`src/rtl/eib_pkg.sv`:
```
package eib_pkg;
    typedef enum logic [1:0] {
        PS_QUIET  = 2'b00,
        PS_ROSE   = 2'b01,
        PS_FELL   = 2'b10,
        PS_GLITCH = 2'b11
    } pin_st_e;

    localparam logic SEL_MODE   = 1'b0;
    localparam logic SEL_STATUS = 1'b1;
endpackage

```
`src/rtl/eib_edge_det.sv`:
```
module eib_edge_det #(
    parameter int WIDTH = 16
) (
    input  logic             clk_i,
    input  logic             rst_ni,
    input  logic [WIDTH-1:0] async_i,
    output logic [WIDTH-1:0] rise_o,
    output logic [WIDTH-1:0] fall_o
);
    logic [WIDTH-1:0] meta_q;
    logic [WIDTH-1:0] sync_q;
    logic [WIDTH-1:0] prev_q;

    // two-flop synchroniser followed by a history flop
    always_ff @(posedge clk_i or negedge rst_ni) begin
        if (!rst_ni) begin
            meta_q <= '0;
            sync_q <= '0;
            prev_q <= '0;
        end else begin
            meta_q <= async_i;
            sync_q <= meta_q;
            prev_q <= sync_q;
        end
    end

    always_comb begin
        rise_o = sync_q & ~prev_q;
        fall_o = ~sync_q & prev_q;
    end
endmodule

```
`src/rtl/eib_pin_fsm.sv`:
```
module eib_pin_fsm
    import eib_pkg::*;
(
    input  logic       clk_i,
    input  logic       rst_ni,
    input  logic [1:0] mode_i,
    input  logic       rise_i,
    input  logic       fall_i,
    input  logic       clr_i,
    output logic [1:0] status_o
);
    pin_st_e state_q;
    pin_st_e state_d;
    pin_st_e base;
    logic    hit_r;
    logic    hit_f;

    always_comb begin
        hit_r = rise_i & mode_i[0];
        hit_f = fall_i & mode_i[1];
        // a status read restarts from quiet; a hit in the same cycle survives
        base  = clr_i ? PS_QUIET : state_q;
        state_d = base;
        unique case (base)
            PS_QUIET: begin
                if (hit_r)      state_d = PS_ROSE;
                else if (hit_f) state_d = PS_FELL;
            end
            PS_ROSE: begin
                if (hit_f)      state_d = PS_GLITCH;
            end
            PS_FELL: begin
                if (hit_r)      state_d = PS_GLITCH;
            end
            PS_GLITCH: begin
                state_d = PS_GLITCH;
            end
            default: state_d = PS_QUIET;
        endcase
    end

    always_ff @(posedge clk_i or negedge rst_ni) begin
        if (!rst_ni) state_q <= PS_QUIET;
        else         state_q <= state_d;
    end

    always_comb begin
        status_o = state_q;
    end
endmodule

```
`src/rtl/eib_regport.sv`:
```
module eib_regport
    import eib_pkg::*;
#(
    parameter int DW = 32
) (
    input  logic          clk_i,
    input  logic          rst_ni,
    input  logic          wr_i,
    input  logic          rd_i,
    input  logic          sel_i,
    input  logic [DW-1:0] wdata_i,
    input  logic [DW-1:0] status_i,
    output logic [DW-1:0] mode_o,
    output logic          clr_o,
    output logic [DW-1:0] rdata_o
);
    logic [DW-1:0] mode_q;
    logic [DW-1:0] rdata_q;

    always_ff @(posedge clk_i or negedge rst_ni) begin
        if (!rst_ni) begin
            mode_q <= '0;
        end else if (wr_i && sel_i == SEL_MODE) begin
            mode_q <= wdata_i;
        end
    end

    always_ff @(posedge clk_i or negedge rst_ni) begin
        if (!rst_ni) begin
            rdata_q <= '0;
        end else if (rd_i) begin
            rdata_q <= (sel_i == SEL_STATUS) ? status_i : mode_q;
        end
    end

    always_comb begin
        clr_o   = rd_i && (sel_i == SEL_STATUS);
        mode_o  = mode_q;
        rdata_o = rdata_q;
    end
endmodule

```
`src/rtl/edge_irq_bank.sv`:
```
module edge_irq_bank #(
    parameter int NUM_PINS = 16
) (
    input  logic                  clk_i,
    input  logic                  rst_ni,
    input  logic [NUM_PINS-1:0]   pins_i,
    input  logic                  reg_wr_i,
    input  logic                  reg_rd_i,
    input  logic                  reg_sel_i,
    input  logic [2*NUM_PINS-1:0] reg_wdata_i,
    output logic [2*NUM_PINS-1:0] reg_rdata_o,
    output logic                  irq_o
);
    localparam int DW = 2 * NUM_PINS;

    logic [NUM_PINS-1:0] rise_w;
    logic [NUM_PINS-1:0] fall_w;
    logic [DW-1:0]       mode_w;
    logic [DW-1:0]       status_w;
    logic                clr_w;
    logic                irq_q;

    eib_edge_det #(.WIDTH(NUM_PINS)) u_edge (
        .clk_i  (clk_i),
        .rst_ni (rst_ni),
        .async_i(pins_i),
        .rise_o (rise_w),
        .fall_o (fall_w)
    );

    eib_regport #(.DW(DW)) u_regs (
        .clk_i   (clk_i),
        .rst_ni  (rst_ni),
        .wr_i    (reg_wr_i),
        .rd_i    (reg_rd_i),
        .sel_i   (reg_sel_i),
        .wdata_i (reg_wdata_i),
        .status_i(status_w),
        .mode_o  (mode_w),
        .clr_o   (clr_w),
        .rdata_o (reg_rdata_o)
    );

    for (genvar n = 0; n < NUM_PINS; n++) begin : g_pin
        eib_pin_fsm u_fsm (
            .clk_i   (clk_i),
            .rst_ni  (rst_ni),
            .mode_i  (mode_w[2*n+1:2*n]),
            .rise_i  (rise_w[n]),
            .fall_i  (fall_w[n]),
            .clr_i   (clr_w),
            .status_o(status_w[2*n+1:2*n])
        );
    end

    always_ff @(posedge clk_i or negedge rst_ni) begin
        if (!rst_ni) irq_q <= 1'b0;
        else         irq_q <= |status_w;
    end

    assign irq_o = irq_q;
endmodule

```
`config.mk`:
```
export PLATFORM = sky130hd
export DESIGN_NAME = edge_irq_bank
export DESIGN_NICKNAME = d
export VERILOG_FILES = /design/src/rtl/eib_pkg.sv /design/src/rtl/eib_edge_det.sv /design/src/rtl/eib_pin_fsm.sv /design/src/rtl/eib_regport.sv /design/src/rtl/edge_irq_bank.sv
export SDC_FILE = /design/constraint.sdc
export NUM_CORES = 1
export LEC_CHECK = 0
export CAP_MARGIN = 40
export CELL_PAD_IN_SITES_DETAIL_PLACEMENT = 1
export CELL_PAD_IN_SITES_GLOBAL_PLACEMENT = 1
export CORE_MARGIN = 1.5
export CORE_UTILIZATION = 39
export CTS_CLUSTER_DIAMETER = 100
export DETAILED_ROUTE_END_ITERATION = 10
export GPL_TIMING_DRIVEN = 0
export PLACE_DENSITY_LB_ADDON = 0.1
export SETUP_SLACK_MARGIN = 0.05
export SLEW_MARGIN = 30
export SYNTH_ARGS = -nofsm -noshare
export SYNTH_HDL_FRONTEND = slang
export SYNTH_SLANG_ARGS = --single-unit
```
`constraint.sdc`:
```
create_clock -name clk_i -period 1.2 [get_ports clk_i]
set_input_delay 0.18 -clock clk_i [delete_from_list [all_inputs] [get_ports clk_i]]
set_output_delay 0.18 -clock clk_i [all_outputs]
set_load 0.02 [all_outputs]
```
* Word-level counts from Yosys, hierarchy flattened
Index checks and enable logic that the tools add are counted.
** Storage, ports and cells
- Output and inout port bits :: 33
- Input port bits :: 53
- Bits in registers :: 145
** Cells by class
- Multiplexer cells :: 97
- Bitwise logic cells :: 37
- Equality and inequality tests :: 48
- Reductions and logical operators :: 19
** Operator list (count)
- 2-to-1 mux 2 bit :: 80
- one-hot mux 2 bit (4 select lines) :: 16
- == test 2 bit (second input constant) :: 32
- AND 1 bit :: 32
- AND 16 bit :: 2
- == test 2 x 1 -> 1 bit (second input constant) :: 16
- zero test 2 bit :: 16
- 2-to-1 mux 32 bit :: 1
- NOT 16 bit :: 2
- OR reduction 32 bit :: 1
- logical AND 1 bit :: 2
- NOT 1 bit :: 1

* Logic depth before layout (Yosys ltp)
- Word-level depth :: 6
- Gate-level depth with buffers :: 5
- Gate-level depth less buffers :: 3

* Cells and area by module
From an unflattened synthesis, not the netlist that was laid out.
** Unflattened totals
- Cell total of the unflattened synthesis :: 429
- Area total of the unflattened synthesis :: 5734.2 µm²
** Modules (own cells, without submodules)
- eib_regport :: area an instance 2803.9 µm², cells an instance 209, times used 1, sequential area each 1601.5 µm²
- eib_edge_det :: area an instance 1481.4 µm², cells an instance 80, times used 1, sequential area each 1201.2 µm²
- eib_pin_fsm (g_pin[0].u_fsm ...) :: area an instance 83.8 µm², cells an instance 8, times used 13, sequential area each 50.0 µm²
- eib_pin_fsm (g_pin[7].u_fsm ...) :: area an instance 86.3 µm², cells an instance 8, times used 3, sequential area each 50.0 µm²
- edge_irq_bank :: area an instance 100.1 µm², cells an instance 12, times used 1, sequential area each 25.0 µm²

* Least setup slack after synthesis
No wires, ideal clock.
- Path type :: register -> register
- From :: register g_pin[15].u_fsm.state_q[0]
- To :: register irq_q, in the netlist irq_o
- Arrival time :: 1.009 ns
- Data required time :: 1.073 ns
- Stages on the path, launching flop included :: 4
- Setup time :: 0.127 ns
- Path slack :: 0.064 ns
- Cell sequence :: dfrtp_1 nor4_1 nand4_1 or2_2
** On the way
- Cells in the longest elaborated chain, start to end :: 1
** RTL lines
- from (decl) :: RTL line eib_pin_fsm.sv:12 : pin_st_e state_q;
- from (signal assigned) :: RTL line eib_pin_fsm.sv:44 : else state_q <= state_d;
- OR reduction 32 bit :: RTL line edge_irq_bank.sv:58 : else irq_q <= |status_w;
- to (signal assigned) :: RTL line edge_irq_bank.sv:58
- to (decl) :: RTL line edge_irq_bank.sv:21 : logic irq_q;
No other way between the ends.
A chain may end at the register's enable or synchronous reset.

* Worst setup path after layout
- From :: register g_pin[14].u_fsm.state_q[1]
- To :: register irq_q, in the netlist irq_o
** On the way
- Cells in the longest elaborated chain, start to end :: 1
** RTL lines (RTL line)
- from (decl) :: eib_pin_fsm.sv:12
- from (signal assigned) :: eib_pin_fsm.sv:44
- OR reduction 32 bit :: edge_irq_bank.sv:58
No other way between the ends.

==> metrics.yaml <==
powerDensity_nw_per_um2: 1860
cp-end-kind: "register"
ys_seq_area_share_pct: 68.0
dieHeight_um: 120
synth_compound_area_share_pct: 7.51
cts-root-buf: "clkbuf_16"
violations: "setup timing"
synth_nets: 437
initial_core_util_pct: 40.1
clkSinkCount: 145
antenna_found_initial: 0
drtPass1Iterations: 6
synth_cell_types: 20
fin_ws_ns: -0.110
drv_slew: 0
numCtsBuffers: 17
synth_top_cell_area_share_pct: 68.0
status: "finished, violations left"
synth_top_cell_by_area: "dfrtp_1"
nets: 571
die_area_um2: 14400
synthTopCellsByArea: "dfrtp_1, mux2_4, mux2i_1"
ys_ff_latch: 145
relSlewSlack_pct: 69.7
diodes: 0
dpl.cell_count: 645
grt_usage_pct: 20.0
postRouteAntennaNets: 0
path_cells: "nor4_4 > nand4_1 > or2_4"
num_io_pins: 86
clock_path_buffers: 2
grt_overflow: 0
fin_skew_ns: 0.00828
yosys_warnings: 0
critPathSlowestCell: "dfrtp_1"
final_cell_area_um2: 7420
port_buffers: 84
setup_viol: 1
clock.fmax_ghz: 0.764
syn-cell-area_um2: 5330
rsz0062_at_grt: "true"
layout_min_cycle_time_ns: 1.31
gp_congestion: 0.740
placed_area_um2: 6430
die_x_um: 120
final_common_cell: "dfrtp_1"
yosys.area_share.simple_pct: 6.03
crit_fanout: 2
worstPathArrival_ns: 1.62
final_cell_mix: "dfrtp_1, clkdlybuf4s50_1, buf_6"
drt_iter0_markers: 111
finalCritPeriodShare_pct: 109
max_cap_viol_count: 0
cts_max_level: 4
grt_max_degree: 90
fin_cells: 707
row_count: 42
post-place-ws_ns: -0.697
wl_per_cell_um: 18.8
drive_gt1_share_pct: 29.0
fin_util_pct: 55.8
clock_latency_ns: 0.43
synth_fa_ha_area_share_pct: 0
worstMarginPinSlew_ns: 0.455
critPathMaxStageDelay_ns: 0.42
netlist_instances: 384
tritoncts: "yes"
power.leakage_nw: 3.42
grt_pass1_wl_um: 21100
core_area_um2: 13300
path_clk_slew_ns: 0.06
ir_worst_vdd_mv: 1.24
synth_mux_area_share_pct: 14.9
path_class: "reg2reg"
syn_to_final_growth_pct: 39.1
via_count: 3497
synth_area_per_cell_um2: 13.9
first_global_vias: 3874
start_kind: "register"
worstPathRequired_ns: 1.51
synth_xor_area_share_pct: 0
drc: 0
synth_top_family_by_area: "multiplexers"
min_path_type: "in2reg"
hold_viol_final: 0
drt_wl_total_um: 13300
dpl.hpwl_um: 8270
via_per_inst: 4.95
==> kinds of logic after synthesis <==
kind of cell | after synthesis
buffers and inverters | 34
DFF | 145
AOI/OAI and AO/OA | 64
muxes | 64
and+or+nand+nor | 77
==> metal layers <==
layer / track usage (%) / vias up / wire length [µm] / part of all wire [%]
met5: 0 / - / 0 / 0
met4: 8.56 / 0 / 226 / 1.7
met3: 5.56 / 15 / 527 / 4.0
met2: 31.8 / 80 / 6600 / 50
met1: 25.6 / 1804 / 5930 / 45
li1: - / 1598 / - / -
==> area by class of cell <==
class                      instances  area, µm²
fill                            1326       5880
sequential                       145       3630
multi-input combinational        205       1610
timing repair buffer             115       1160
clock buffer                      19        443
tap                              176        220
clock inverter                    13        160
buffer                            18        141
inverter                          16       60.1
==> critical path: cells and delay by family (launching register included) <==
kind	cells	cell delay, ns
flops	1	0.42
simple gates	3	0.78
==> state kept, by name (all words and copies together), names as in the netlist <==
register and flops:
u_edge.sync_q 16, g_pin.u_fsm.status_o 32, u_edge.prev_q 16, irq_o 1
u_regs.mode_o 32, u_regs.rdata_o 32, u_edge.meta_q 16
==> where the power goes <==
part | total (W) | switching [W] | internal, W | leakage (nW)
sequential | 0.00611 | 0.000598 | 0.00551 | 1.71
combinational | 0.00222 | 0.000934 | 0.00129 | 1.42
clock | 0.00543 | 0.00211 | 0.00332 | 0.293
total | 0.0138 | 0.00365 | 0.0101 | 3.42
==> synth_stat cells <==
| library cell | n |
|---|---|
| buf_4 | 4 |
| buf_1 | 1 |
| nand4_1 | 2 |
| nor2_1 | 32 |
| o21ai_0 | 16 |
| clkbuf_1 | 5 |
| buf_8 | 3 |
| a32o_1 | 16 |
| inv_1 | 16 |
| mux2i_1 | 32 |
| mux2_2 | 2 |
| or2_2 | 1 |
| mux2_4 | 30 |
| buf_6 | 1 |
| nor2b_2 | 1 |
| nor4_1 | 8 |
| nand2_1 | 33 |
| dfrtp_1 | 145 |
| a21oi_1 | 32 |
| buf_2 | 4 |
==> what timing repair did <==
item                                   4_1_cts  5_1_grt
hold buffers                                 1        0
setup endpoints to repair                   64      117
endpoints found under the hold margin       56        0
cloned                                       0        1
buffers inserted                            17       11
pin swaps                                    4        2
resized for setup                          212        9
==> per-stage QoR <==
stage	hold slack [ns]	total power (W)	TNS, ns
2_1_floorplan	-0.116	0.00697	0
3_3_place_gp	0.332	0.00790	-876.81
3_5_place_dp	0.141	0.00798	-33.21
4_1_cts	0.164	0.0138	-0.137
5_1_grt	0.172	0.0143	-0.156
6_report	0.182	0.0138	-0.110
==> path summary, 6_finish.rpt <==
kind,start,endpoint,slack [ns],cells past startpoint
worst max-delay path,g_pin[14].u_fsm.status_o[1]$_DFF_PN0_,irq_o$_DFF_PN0_,-0.11,3
worst min-delay path,pins_i[7],u_edge.meta_q[7]$_DFF_PN0_,0.18,1
worst max register to register,g_pin[14].u_fsm.status_o[1]$_DFF_PN0_,irq_o$_DFF_PN0_,-0.11,3
worst min register to register,u_edge.meta_q[2]$_DFF_PN0_,u_edge.sync_q[2]$_DFF_PN0_,0.35,0
max in group asynchronous,rst_ni,u_edge.prev_q[14]$_DFF_PN0_,0.27,3
min in group asynchronous,rst_ni,u_regs.rdata_o[29]$_DFFE_PN0P_,0.28,2
Note: power is estimated with default switching activity, not from simulation.
